File: src/rtl/pfc_pkg.sv
package pfc_pkg;

    localparam int QW = 16;
    localparam logic [QW-1:0] PT_MAX  = 16'hFFFF;
    localparam logic [QW-1:0] PT_ZERO = 16'h0000;

    // control byte bit positions
    localparam int B_FLOW  = 0;
    localparam int B_RXST  = 1;
    localparam int B_PNOW  = 2;
    localparam int B_BPDA  = 3;
    localparam int B_BPANY = 4;
    localparam int B_AUTO  = 5;
    localparam int B_TMAX  = 6;
    localparam int B_TZERO = 7;

    typedef enum logic {
        PK_ZERO = 1'b0,
        PK_MAX  = 1'b1
    } pkind_e;

    typedef struct packed {
        logic trig_zero;
        logic trig_max;
        logic auto_en;
        logic bp_any;
        logic bp_da;
        logic flow_en;
    } ctrl_t;

    function automatic logic [QW-1:0] kind_time(input pkind_e k);
        return (k == PK_MAX) ? PT_MAX : PT_ZERO;
    endfunction

endpackage

File: src/rtl/pfc_regs.sv
module pfc_regs
    import pfc_pkg::*;
(
    input  logic       clk,
    input  logic       rst,
    input  logic       wr_en,
    input  logic [7:0] wdata,
    input  logic       rd_en,
    input  logic       rx_pause_seen,
    input  logic       pause_now,
    input  logic       clr_max,
    input  logic       clr_zero,
    output ctrl_t      ctrl,
    output logic [7:0] rdata
);
    logic rx_latched;
    logic ro_unused;

    assign ro_unused = wdata[B_RXST] | wdata[B_PNOW];

    always_ff @(posedge clk) begin
        if (rst) begin
            ctrl.flow_en <= 1'b0;
            ctrl.bp_da   <= 1'b0;
            ctrl.bp_any  <= 1'b0;
            ctrl.auto_en <= 1'b0;
        end else if (wr_en) begin
            ctrl.flow_en <= wdata[B_FLOW];
            ctrl.bp_da   <= wdata[B_BPDA];
            ctrl.bp_any  <= wdata[B_BPANY];
            ctrl.auto_en <= wdata[B_AUTO];
        end
    end

    // one-shot triggers: a write of 1 arms, acceptance of the frame disarms
    always_ff @(posedge clk) begin
        if (rst) begin
            ctrl.trig_max  <= 1'b0;
            ctrl.trig_zero <= 1'b0;
        end else begin
            ctrl.trig_max  <= (ctrl.trig_max  & ~clr_max)  | (wr_en & wdata[B_TMAX]);
            ctrl.trig_zero <= (ctrl.trig_zero & ~clr_zero) | (wr_en & wdata[B_TZERO]);
        end
    end

    always_ff @(posedge clk) begin
        if (rst)                rx_latched <= 1'b0;
        else if (rx_pause_seen) rx_latched <= 1'b1;
        else if (rd_en)         rx_latched <= 1'b0;
    end

    always_comb begin
        rdata          = '0;
        rdata[B_FLOW]  = ctrl.flow_en;
        rdata[B_RXST]  = rx_latched;
        rdata[B_PNOW]  = pause_now;
        rdata[B_BPDA]  = ctrl.bp_da;
        rdata[B_BPANY] = ctrl.bp_any;
        rdata[B_AUTO]  = ctrl.auto_en;
        rdata[B_TMAX]  = ctrl.trig_max;
        rdata[B_TZERO] = ctrl.trig_zero;
    end

endmodule

File: src/rtl/pfc_pause_tx.sv
module pfc_pause_tx
    import pfc_pkg::*;
(
    input  logic          clk,
    input  logic          rst,
    input  ctrl_t         ctrl,
    input  logic          half_duplex,
    input  logic          hi_wm,
    input  logic          lo_wm,
    input  logic          tx_done,
    output logic          req,
    output logic [QW-1:0] ptime,
    output logic          clr_max,
    output logic          clr_zero
);
    logic   xoff_state;
    logic   xoff_pend;
    logic   xon_pend;
    logic   active;
    pkind_e kind;
    logic   want_max;
    logic   want_zero;
    logic   finish;

    assign want_max  = ctrl.trig_max  | xoff_pend;
    assign want_zero = ctrl.trig_zero | xon_pend;
    assign finish    = active & ~half_duplex & tx_done;
    assign clr_max   = finish & (kind == PK_MAX);
    assign clr_zero  = finish & (kind == PK_ZERO);

    // watermark tracker: one request per crossing
    always_ff @(posedge clk) begin
        if (rst || !ctrl.auto_en) begin
            xoff_state <= 1'b0;
            xoff_pend  <= 1'b0;
            xon_pend   <= 1'b0;
        end else begin
            if (clr_max)  xoff_pend <= 1'b0;
            if (clr_zero) xon_pend  <= 1'b0;
            if (hi_wm && !xoff_state) begin
                xoff_state <= 1'b1;
                xoff_pend  <= 1'b1;
            end else if (lo_wm && xoff_state) begin
                xoff_state <= 1'b0;
                xon_pend   <= 1'b1;
            end
        end
    end

    // launcher: FFFFh requests take precedence over 0000h requests
    always_ff @(posedge clk) begin
        if (rst) begin
            active <= 1'b0;
            kind   <= PK_ZERO;
        end else if (half_duplex) begin
            active <= 1'b0;
        end else if (active) begin
            if (tx_done) active <= 1'b0;
        end else if (want_max) begin
            active <= 1'b1;
            kind   <= PK_MAX;
        end else if (want_zero) begin
            active <= 1'b1;
            kind   <= PK_ZERO;
        end
    end

    assign req   = active & ~half_duplex;
    assign ptime = kind_time(kind);

endmodule

File: src/rtl/pfc_halt_timer.sv
module pfc_halt_timer
    import pfc_pkg::*;
#(
    parameter int PRESCALE = 1
) (
    input  logic          clk,
    input  logic          rst,
    input  logic          load,
    input  logic [QW-1:0] quanta,
    input  logic          slot_tick,
    input  logic          flow_en,
    output logic          pause_now,
    output logic          halt
);
    logic [QW-1:0] cnt;
    logic          step;

    generate
        if (PRESCALE <= 1) begin : g_direct
            assign step = slot_tick;
        end else begin : g_prescale
            localparam int PRE_W = $clog2(PRESCALE);
            localparam logic [PRE_W-1:0] PRE_LAST = PRE_W'(PRESCALE - 1);
            logic [PRE_W-1:0] pre;
            always_ff @(posedge clk) begin
                if (rst || load)                     pre <= '0;
                else if (slot_tick && cnt != '0) begin
                    if (pre == PRE_LAST)             pre <= '0;
                    else                             pre <= pre + 1'b1;
                end
            end
            assign step = slot_tick && (pre == PRE_LAST);
        end
    endgenerate

    always_ff @(posedge clk) begin
        if (rst)                     cnt <= '0;
        else if (load)               cnt <= quanta;
        else if (step && cnt != '0)  cnt <= cnt - 16'd1;
    end

    assign pause_now = (cnt != '0);
    assign halt      = flow_en & pause_now;

endmodule

File: src/rtl/pfc_jam.sv
module pfc_jam (
    input  logic clk,
    input  logic rst,
    input  logic half_duplex,
    input  logic bp_hi,
    input  logic frame_start,
    input  logic da_match,
    input  logic mode_any,
    input  logic mode_da,
    output logic jam_req
);
    logic jam_q;
    logic hit;

    assign hit = (mode_any & frame_start) | (mode_da & da_match);

    always_ff @(posedge clk) begin
        if (rst) jam_q <= 1'b0;
        else     jam_q <= half_duplex & bp_hi & hit;
    end

    assign jam_req = jam_q & half_duplex;

endmodule

File: src/rtl/pause_flow_ctrl.sv
module pause_flow_ctrl
    import pfc_pkg::*;
#(
    parameter int PRESCALE = 1
) (
    input  logic          clk,
    input  logic          rst,
    input  logic          reg_wr_en,
    input  logic [7:0]    reg_wdata,
    input  logic          reg_rd_en,
    output logic [7:0]    reg_rdata,
    input  logic          half_duplex,
    input  logic          rx_hi_wm,
    input  logic          rx_lo_wm,
    input  logic          rx_bp_hi,
    input  logic          rx_frame_start,
    input  logic          rx_da_match,
    input  logic          rx_pause_valid,
    input  logic [15:0]   rx_pause_quanta,
    input  logic          slot_tick,
    input  logic          tx_pause_done,
    output logic          tx_pause_req,
    output logic [15:0]   tx_pause_time,
    output logic          tx_halt,
    output logic          jam_req
);
    ctrl_t ctrl;
    logic  pause_now;
    logic  clr_max;
    logic  clr_zero;

    pfc_regs u_regs (
        .clk           (clk),
        .rst           (rst),
        .wr_en         (reg_wr_en),
        .wdata         (reg_wdata),
        .rd_en         (reg_rd_en),
        .rx_pause_seen (rx_pause_valid),
        .pause_now     (pause_now),
        .clr_max       (clr_max),
        .clr_zero      (clr_zero),
        .ctrl          (ctrl),
        .rdata         (reg_rdata)
    );

    pfc_pause_tx u_ptx (
        .clk         (clk),
        .rst         (rst),
        .ctrl        (ctrl),
        .half_duplex (half_duplex),
        .hi_wm       (rx_hi_wm),
        .lo_wm       (rx_lo_wm),
        .tx_done     (tx_pause_done),
        .req         (tx_pause_req),
        .ptime       (tx_pause_time),
        .clr_max     (clr_max),
        .clr_zero    (clr_zero)
    );

    pfc_halt_timer #(.PRESCALE(PRESCALE)) u_timer (
        .clk       (clk),
        .rst       (rst),
        .load      (rx_pause_valid),
        .quanta    (rx_pause_quanta),
        .slot_tick (slot_tick),
        .flow_en   (ctrl.flow_en),
        .pause_now (pause_now),
        .halt      (tx_halt)
    );

    pfc_jam u_jam (
        .clk         (clk),
        .rst         (rst),
        .half_duplex (half_duplex),
        .bp_hi       (rx_bp_hi),
        .frame_start (rx_frame_start),
        .da_match    (rx_da_match),
        .mode_any    (ctrl.bp_any),
        .mode_da     (ctrl.bp_da),
        .jam_req     (jam_req)
    );

endmodule

File: config.mk
export PLATFORM = sky130hd
export DESIGN_NAME = pause_flow_ctrl
export DESIGN_NICKNAME = d
export VERILOG_FILES = /design/src/rtl/pfc_pkg.sv /design/src/rtl/pfc_regs.sv /design/src/rtl/pfc_pause_tx.sv /design/src/rtl/pfc_halt_timer.sv /design/src/rtl/pfc_jam.sv /design/src/rtl/pause_flow_ctrl.sv
export SDC_FILE = /design/constraint.sdc
export NUM_CORES = 1
export LEC_CHECK = 0
export BUFFER_PORTS_ARGS = -buffer_cell sky130_fd_sc_hd__buf_2
export CAP_MARGIN = 25
export CORE_UTILIZATION = 30
export CTS_CLUSTER_DIAMETER = 30
export DETAILED_ROUTE_END_ITERATION = 8
export PLACE_DENSITY = 0.6
export SLEW_MARGIN = 20
export SYNTH_ARGS = -nofsm -noshare
export SYNTH_HDL_FRONTEND = slang
export SYNTH_SLANG_ARGS = --single-unit
File: constraint.sdc
create_clock -name clk -period 2.64 [get_ports clk]
set_clock_uncertainty 0.05 [all_clocks]
set_input_delay 0.132 -clock clk [delete_from_list [all_inputs] [get_ports clk]]
set_output_delay 0.132 -clock clk [all_outputs]
set_load 0.05 [all_outputs]
# ---- Word level (Yosys, flattened, before mapping)
# Cells that the tools add are included.
dict set report totals {
  register_bits 29
  in_bits 37
  output_inout_bits 27
  word_cells 71
}
dict set report op_classes {
  addsub 1
  muxes 18
  n_bitwise 24
  reduce_logical 14
}
# op count
set op_table {}
lappend op_table {{16-bit two-way mux} 3}
lappend op_table {{16-bit nonzero test} 1}
lappend op_table {{16-bit by 1-bit subtractor with 16-bit output, second input constant} 1}
lappend op_table {{1-bit two-way mux} 15}
lappend op_table {{1-bit bitwise AND} 14}
lappend op_table {{2-bit nonzero test} 5}
lappend op_table {{1-bit inverter} 5}
lappend op_table {{1-bit bitwise OR} 5}
lappend op_table {{1-bit logical AND} 3}
lappend op_table {{3-bit AND reduction} 1}
lappend op_table {{1-bit logical NOT} 2}
lappend op_table {{2-bit OR reduction} 1}
lappend op_table {{1-bit logical OR} 1}

# ---- Logic depth before layout (Yosys ltp)
# Gate-level depths: netlist (run 1).
dict set report depth {
  ltp_word 7
  mapped_depth 8
  ltp_nobuf 7
}

# ---- Hierarchy
# From an unflattened synthesis (run 1), not the netlist that was laid out.
dict set report hier_totals {
  hier_cells 207
  area_unflattened_um2 1737.9
}
# module instances cells_per_inst area_each_um2 seq_area_each_um2
set by_module_without_submodules {}
lappend by_module_without_submodules {pfc_halt_timer 1 128 1026.0 320.3}
lappend by_module_without_submodules {pfc_pause_tx 1 41 352.8 100.1}
lappend by_module_without_submodules {pfc_regs 1 33 311.5 140.1}
lappend by_module_without_submodules {pfc_jam 1 5 47.5 20.0}

# ---- Least setup slack after synthesis (run 1)
# OpenSTA, ideal clock, no wires.
dict set report synth_path {
  path_kind {reg2reg}
  startpoint {register u_timer.cnt[10]}
  endpoint {register u_timer.cnt[0]}
  setup_ns 0.086
  t_arrival_ns 1.924
  required_time_ns 2.504
  path_slack_ns 0.580
  stages_incl_launch_ff 8
  n_path_buf 2
  synth_period_minus_slack_ns 2.060
  path_cell_list {dfxtp_1 > or4_1 > buf_2 > nor4bb_4 > buf_6 > a21boi_0 > xnor2_1 > a211oi_1}
}
dict set report synth_between {
  elab_chain_len 3
}
# item line
set synth_lines {}
lappend synth_lines {{start, declared} pfc_halt_timer.sv:15} ;# logic [QW-1:0] cnt;
lappend synth_lines {{start signal, assigned} pfc_halt_timer.sv:38} ;# else if (load) cnt <= quanta;
lappend synth_lines {{start signal, assigned} pfc_halt_timer.sv:39} ;# else if (step && cnt != '0) cnt <= cnt - 16'd1;
lappend synth_lines {{16-bit nonzero test} pfc_halt_timer.sv:39}
lappend synth_lines {{1-bit logical AND} pfc_halt_timer.sv:39}
lappend synth_lines {{2-bit nonzero test (no source line)} -}
# No other way between the ends.
# A chain may end at the register's enable or synchronous reset.

# ---- Worst setup path in the final report (run 1)
dict set report layout_path {
  startpoint {register u_timer.cnt[10]}
  endpoint {output tx_halt}
}
dict set report layout_between {
  elab_chain_len 2
}
# item line
set layout_lines {}
lappend layout_lines {{16-bit nonzero test} pfc_halt_timer.sv:42} ;# assign pause_now = (cnt != '0);
lappend layout_lines {{1-bit bitwise AND} pfc_halt_timer.sv:43} ;# assign halt = flow_en & pause_now;
lappend layout_lines {{end, declared} pause_flow_ctrl.sv:24} ;# output logic tx_halt,
# No other way between the ends.

==> PnR_summary.wiki, run 1 <==
{| class="wikitable"
! Metric !! Value
|-
| Run status || finished clean
|-
| Area of the multi-input gates || 832 um^2
|-
| Number of detailed-routing iterations run before antenna repair || 4
|-
| Hold slack || 36.3 ps
|-
| Setup TNS after final layout || 0 ps
|-
| Count of unique library cells instantiated by Yosys || 40
|-
| Worst min path class || primary input to flip-flop
|-
| Total count of max-transition violations in the final report || 0
|-
| Reg2Reg Launch Point || u_timer.cnt[10]$_SDFFE_PP0P_
|-
| Synth Warn # || 0
|-
| Clock tree root driver cell || sky130_fd_sc_hd__clkbuf_8
|-
| Final-report setup violation count || 0
|-
| Overall die area || 5780 um^2
|-
| Via count || 1,420
|-
| Source of the worst hold timing path || rx_bp_hi
|-
| Synth Instances || 194
|-
| Vias per cell || 4.67
|-
| Initial antenna violation count || 0
|-
| LEAKAGE || 0.855 nW
|-
| Via count of the first global-routing pass || 1,279
|-
| Filler-free cell count of the finished design || 304
|-
| Flops & latches, synth || 29
|-
| Post-DP Area || 1850 um^2
|-
| Standard-cell rows || 26
|-
| Category of the critical setup timing path || flip-flop to output port
|-
| Post-Route Utilization || 0.374
|-
| Global-route wire length before repair || 5820 um
|-
| Floorplan core area || 5200 um^2
|-
| Wire length reported by the detailed router || 3520 um
|-
| Maximum resistive drop on vdd || 0.000202 V
|-
| Initial standard-cell utilization of the core || 0.316
|-
| Post-placement cell count || 296
|-
| CP Launch Type || flip-flop
|-
| Worst slew pin tran || 641 ps
|-
| Area Growth Syn to Fin || 18.6%
|-
| Area of all sequential standard cells || 581 um^2
|-
| Net count after synthesis || 232
|-
| Number of buffers inserted during clock tree synthesis || 5
|-
| Critical path origin || u_timer.cnt[10]$_SDFFE_PP0P_
|-
| PwrDens || 612 nW/um^2
|-
| Per-instance average area after synthesis || 8.47 um^2
|-
| Maximum number of pins on one net before global-route repair || 29
|-
| Clk sinks || 29
|-
| Post-synthesis cell area || 1640 um^2
|-
| Antenna diode count || 0
|-
| Seq/Total Area, Yosys || 0.353
|-
| Required time worst endpoint || 2460 ps
|-
| Final hold violations || 0
|-
| Hold bufs inserted after CTS || 0
|-
| Routability Congestion || 0.807
|-
| H-Tree Level Count || 2
|-
| Number of I/O pins || 64
|-
| Peak fanout along the critical path || 6
|-
| Clock edge transition at the registers on the reported setup and hold paths || 60 ps
|-
| Minimum clock period || 2470 ps
|-
| Buffers from clock root to sink, at most || 2
|-
| Die Span Y || 76 um
|-
| Post-CTS setup repair buffer count || 0
|-
| Post-route antenna net violation count || 0
|-
| Setup repair after global routing missed its margin || false
|-
| Net count of the finished layout || 271
|-
| Skew-Pair Late Insertion Delay || 270 ps
|-
| DRC viols || 0
|-
| Non-Filler Cell Area, Final || 1950 um^2
|-
| Gates resized, CTS repair || 0
|-
| Iteration-0 DRC Markers || 92
|-
| Die X-Extent || 76 um
|-
| Achievable frequency || 405 MHz
|-
| Data arrival time at the worst-slack endpoint || 2290 ps
|-
| Final HPWL from detailed placement || 2500 um
|-
| Capturing element type of the critical path || output port
|-
| GRT Resource Usage Total || 0.127
|-
| Ratio of final minimum period to clock period || 0.935
|-
| Detail-routed net length per standard cell || 11.6 um
|-
| Remaining Overflow, GRT || 0
|-
| Relative slew slack || 0.572
|-
| FILL cells || 574
|-
| Reported max-cap violation count || 0
|-
| Fraction of layout instances using a drive strength above 1 || 0.338
|-
| CTS tree || built
|-
| # port buffers || 61
|}
-- sequential cells by signal, summed over array words and instances (netlist names) --
name,count
u_jam.jam_q,1
u_ptx.xon_pend,1
u_regs.rx_latched,1
u_regs.ctrl,6
u_ptx.xoff_state,1
u_ptx.kind,1
u_timer.cnt,16
u_ptx.active,1
u_ptx.xoff_pend,1
-- report_power, final --
part | total (mW) | switching (mW) | internal, mW
clock network | 0.401 | 0.166 | 0.235
registers | 0.504 | 0.0364 | 0.468
logic | 0.286 | 0.183 | 0.103
-- synth_stat cells --
cell type / instances / area [um^2]
sky130_fd_sc_hd__a21oi_1: 13 / 65.1
sky130_fd_sc_hd__buf_2: 1 / 5.00
sky130_fd_sc_hd__nor4b_1: 2 / 17.5
sky130_fd_sc_hd__a21boi_0: 1 / 7.51
sky130_fd_sc_hd__a2111oi_0: 3 / 26.3
sky130_fd_sc_hd__a2111oi_2: 1 / 15.0
sky130_fd_sc_hd__nand3_1: 4 / 20.0
sky130_fd_sc_hd__nand2_1: 7 / 26.3
sky130_fd_sc_hd__nor2_1: 26 / 97.6
sky130_fd_sc_hd__ha_1: 1 / 12.5
sky130_fd_sc_hd__nand3b_1: 2 / 15.0
sky130_fd_sc_hd__o21ai_0: 7 / 35.0
sky130_fd_sc_hd__nor4_1: 2 / 12.5
sky130_fd_sc_hd__o31ai_1: 1 / 7.51
sky130_fd_sc_hd__dfxtp_1: 29 / 581
sky130_fd_sc_hd__o21bai_1: 2 / 15.0
sky130_fd_sc_hd__mux2i_1: 5 / 50.1
sky130_fd_sc_hd__nand4_1: 3 / 18.8
sky130_fd_sc_hd__and2_1: 1 / 6.26
sky130_fd_sc_hd__nor4_4: 2 / 42.5
sky130_fd_sc_hd__a211oi_1: 10 / 75.1
sky130_fd_sc_hd__or4_1: 1 / 7.51
sky130_fd_sc_hd__nor3_1: 8 / 40.0
sky130_fd_sc_hd__o22ai_1: 1 / 6.26
sky130_fd_sc_hd__nor2b_1: 2 / 12.5
sky130_fd_sc_hd__nor4bb_4: 1 / 25.0
sky130_fd_sc_hd__nand2b_1: 2 / 12.5
sky130_fd_sc_hd__clkbuf_1: 8 / 30.0
sky130_fd_sc_hd__a31oi_1: 1 / 6.26
sky130_fd_sc_hd__xnor2_1: 10 / 87.6
sky130_fd_sc_hd__buf_4: 21 / 158
sky130_fd_sc_hd__o41ai_1: 1 / 8.76
sky130_fd_sc_hd__and4_4: 1 / 11.3
sky130_fd_sc_hd__nand2_4: 1 / 11.3
sky130_fd_sc_hd__a221oi_1: 1 / 8.76
sky130_fd_sc_hd__or2_2: 1 / 6.26
sky130_fd_sc_hd__a22oi_1: 2 / 15.0
sky130_fd_sc_hd__and2_2: 1 / 7.51
sky130_fd_sc_hd__buf_6: 1 / 11.3
sky130_fd_sc_hd__inv_1: 7 / 26.3
-- cell usage in the layout (no fill, tap or decap), drive strengths merged, types with 3 or more instances in the layout --
cell type,count
buf,63
dfxtp,29
nor2,26
a21oi,13
xnor2,10
a211oi,10
nor3,8
nand2,8
inv,7
o21ai,7
clkbuf,7
mux2i,5
nand3,4
a2111oi,4
nor4,4
nand4,3
-- logic make-up (layout without fill, tap and decap cells) --
kind of cell    Yosys count  count (layout)  share of synthesized area
fa+ha+maj                 1               1                    0.00761
flops                    29              29                      0.353
compound gates           44              44                      0.177
xor+xnor                 10              10                     0.0533
simple gates             67              67                      0.238
mux                       5               5                     0.0305
buf+inv                  38              78                      0.140
-- critical path: stages, from the launching register on --
cell and delay [ps]:
sky130_fd_sc_hd__dfxtp_1 350, sky130_fd_sc_hd__or4_1 670, sky130_fd_sc_hd__nor4bb_4 320, sky130_fd_sc_hd__buf_4 190
sky130_fd_sc_hd__nand2_4 60, sky130_fd_sc_hd__and2_2 210, sky130_fd_sc_hd__buf_2 200
-- layer usage --
metal / share of wire / vias to the layer above / global-route usage / wire length [um]
met2: 0.45 / 44 / 0.204 / 1580
met4: 0.016 / 0 / 0.0635 / 58
met3: 0.048 / 4 / 0.0275 / 170
li1: - / 744 / - / -
met1: 0.49 / 628 / 0.160 / 1720
met5: 0 / - / 0 / 0
-- layout make-up --
class,count,share of cell area
Clock buffer,7,0.0495
Timing Repair Buffer,63,0.164
Sequential cell,29,0.298
Tap cell,70,0.0450
Inverter,7,0.0135
Multi-Input combinational cell,127,0.427
Clock inverter,1,0.00257
-- stage by stage --
step	power (mW)	setup WS, ps
after floorplan	0.753	580
after global placement	0.798	420
after detailed placement	0.801	355
after CTS	1.21	158
after global routing	1.25	72.2
final	1.19	171
-- path summary, 6_finish.rpt --
kind,endpoint,slack (ps),cells past startpoint
setup / recovery,tx_halt,170,6
hold / removal,u_jam.jam_q$_SDFF_PP0_,40,3
hold reg to reg,u_regs.rx_latched$_SDFFE_PP0P_,420,2
setup reg to reg,u_timer.cnt[0]$_SDFFE_PP0P_,340,6
Note: power is estimated with default switching activity, not from simulation.
==> run 2: changes to the inputs <==
- MAX_ROUTING_LAYER: unset -> met4
- clock period: 2.64 -> 3.2 ns (I/O delays scaled with it)
==> PnR_summary.wiki, run 2 (synthesis gave the netlist of run 1 again) <==
{| class="wikitable"
! Metric !! Value
|-
| Setup TNS after final layout || 0 ps
|-
| Wire length reported by the detailed router || 3610 um
|-
| FF-to-FF path depth || 5
|-
| Die Span Y || 76 um
|-
| Capturing element type of the critical path || output port
|-
| Relative slew slack || 0.563
|-
| Total count of max-transition violations in the final report || 0
|-
| CTS tree || built
|-
| Reg2Reg Launch Point || u_timer.cnt[10]$_SDFFE_PP0P_
|-
| Floorplan core area || 5200 um^2
|-
| # port buffers || 61
|-
| Ratio of final minimum period to clock period || 0.828
|-
| Standard-cell rows || 26
|-
| Post-placement worst setup slack || 692 ps
|-
| PwrDens || 511 nW/um^2
|-
| CP Launch Type || flip-flop
|-
| R2R Setup Slk || 710 ps
|-
| Number of buffers inserted during clock tree synthesis || 5
|-
| Post-route antenna net violation count || 0
|-
| Required time worst endpoint || 2990 ps
|-
| Commonest non-fill, non-tap cells in the layout || sky130_fd_sc_hd__buf_2, sky130_fd_sc_hd__dfxtp_1, sky130_fd_sc_hd__nor2_1, sky130_fd_sc_hd__a21oi_1
|-
| Area Growth Syn to Fin || 17.7%
|-
| Via count || 1,452
|-
| Routability Congestion || 0.808
|-
| RR Endpoint || u_timer.cnt[0]$_SDFFE_PP0P_
|-
| Remaining Overflow, GRT || 0
|-
| Antenna diode count || 0
|-
| Overall die area || 5780 um^2
|-
| Initial standard-cell utilization of the core || 0.316
|-
| Final HPWL from detailed placement || 2530 um
|-
| LEAKAGE || 0.845 nW
|-
| Clock tree root driver cell || sky130_fd_sc_hd__clkbuf_8
|-
| Worst min path class || primary input to flip-flop
|-
| Vias per cell || 4.81
|-
| Fraction of layout instances using a drive strength above 1 || 0.332
|-
| Run status || finished clean
|-
| Net count of the finished layout || 269
|-
| Die X-Extent || 76 um
|-
| Source of the worst hold timing path || rx_bp_hi
|-
| Registers with the highest flip-flop counts || u_timer.cnt x16, u_regs.ctrl x6
|-
| Initial antenna violation count || 0
|-
| Maximum resistive drop on vdd || 0.000194 V
|-
| Skew-Pair Late Insertion Delay || 280 ps
|-
| H-Tree Level Count || 2
|-
| Buffers from clock root to sink, at most || 2
|-
| Iteration-0 DRC Markers || 68
|-
| Final-report setup violation count || 0
|-
| Hold bufs inserted after CTS || 0
|-
| Minimum clock period || 2650 ps
|-
| Number of detailed-routing iterations run before antenna repair || 4
|-
| Global-route wire length before repair || 5970 um
|-
| Hold slack || 49.6 ps
|-
| Maximum number of pins on one net before global-route repair || 29
|-
| Worst slew pin tran || 654 ps
|-
| GRT Resource Usage Total || 0.134
|-
| Reported max-cap violation count || 0
|-
| Category of the critical setup timing path || flip-flop to output port
|-
| Clock edge transition at the registers on the reported setup and hold paths || 70 ps
|-
| Hold endpoint || u_jam.jam_q$_SDFF_PP0_
|-
| Post-CTS setup repair buffer count || 0
|-
| Gates resized, CTS repair || 0
|-
| Most common library cell in the layout ignoring fill and taps || sky130_fd_sc_hd__buf_2
|-
| Clk sinks || 29
|-
| Setup repair after global routing missed its margin || false
|-
| Final hold violations || 0
|-
| Via count of the first global-routing pass || 1,260
|-
| Peak fanout along the critical path || 10
|-
| Achievable frequency || 377 MHz
|-
| Flip-flop count of the largest register after layout || 16
|-
| Hold Crit Depth || 3
|-
| Register bank with the most flops || u_timer.cnt
|-
| Number of I/O pins || 64
|-
| Detail-routed net length per standard cell || 12.0 um
|-
| DRC viols || 0
|-
| Data arrival time at the worst-slack endpoint || 2440 ps
|-
| Worst Setup Slack, final || 551 ps
|}
-- run 2: cell count changes in the layout (fill, tap and decap cells not counted), sizes merged --
cell,delta
buf,-2
-- run 2: where the power goes --
group          total [mW]  internal [mW]  switching [mW]
sequential          0.416          0.386          0.0301
clock               0.338          0.194           0.144
combinational       0.235         0.0832           0.151
-- run 2: metrics by stage --
| step | power (mW) | std cells | cell area, um^2 | util |
|---|---|---|---|---|
| 4_1_cts | 1.00 | 302 | 1930 | 0.371 |
| 6_report | 0.989 | 302 | 1930 | 0.371 |
| 2_1_floorplan | 0.621 | 194 | 1640 | - |
| 3_3_place_gp | 0.656 | 294 | 1830 | 0.352 |
| 3_5_place_dp | 0.658 | 294 | 1830 | 0.352 |
| 5_1_grt | 1.04 | 302 | 1930 | 0.371 |
-- run 2: worst max path at each step --
| stage | start | endpoint | slack (ps) | cells past startpoint |
|---|---|---|---|---|
| CTS | u_timer.cnt[10]$_SDFFE_PP0P_ | tx_halt | 520 | 5 |
| finish | u_timer.cnt[10]$_SDFFE_PP0P_ | tx_halt | 550 | 5 |
| detailed placement | u_timer.cnt[10]$_SDFFE_PP0P_ | u_timer.cnt[1]$_SDFFE_PP0P_ | 690 | 5 |
| floorplan | u_timer.cnt[10]$_SDFFE_PP0P_ | u_timer.cnt[0]$_SDFFE_PP0P_ | 1140 | 7 |
| global route | u_timer.cnt[10]$_SDFFE_PP0P_ | tx_halt | 410 | 5 |
| global placement | u_timer.cnt[10]$_SDFFE_PP0P_ | u_timer.cnt[0]$_SDFFE_PP0P_ | 730 | 5 |
-- run 2: worst max-delay path, cell delays in order (launching register included) --
cell                       delay, ps
sky130_fd_sc_hd__dfxtp_1         350
sky130_fd_sc_hd__or4_1           660
sky130_fd_sc_hd__nor4bb_4        630
sky130_fd_sc_hd__nand2_4         100
sky130_fd_sc_hd__and2_2          210
sky130_fd_sc_hd__buf_2           200
-- run 2: layer usage --
metal	global-route usage	part of all wire
met1	0.170	0.49
met2	0.196	0.44
met3	0.0383	0.050
met4	0.0635	0.019
met5	-	0
-- run 2: cell type report --
type / count / area [um^2]
repair buffers: 61 / 305
fillers: 554 / 3270
flip-flops and latches: 29 / 581
inverters: 7 / 26.3
clock inverters: 1 / 5.00
well taps: 70 / 87.6
multi-input cells: 127 / 832
clock buffers: 7 / 96.3
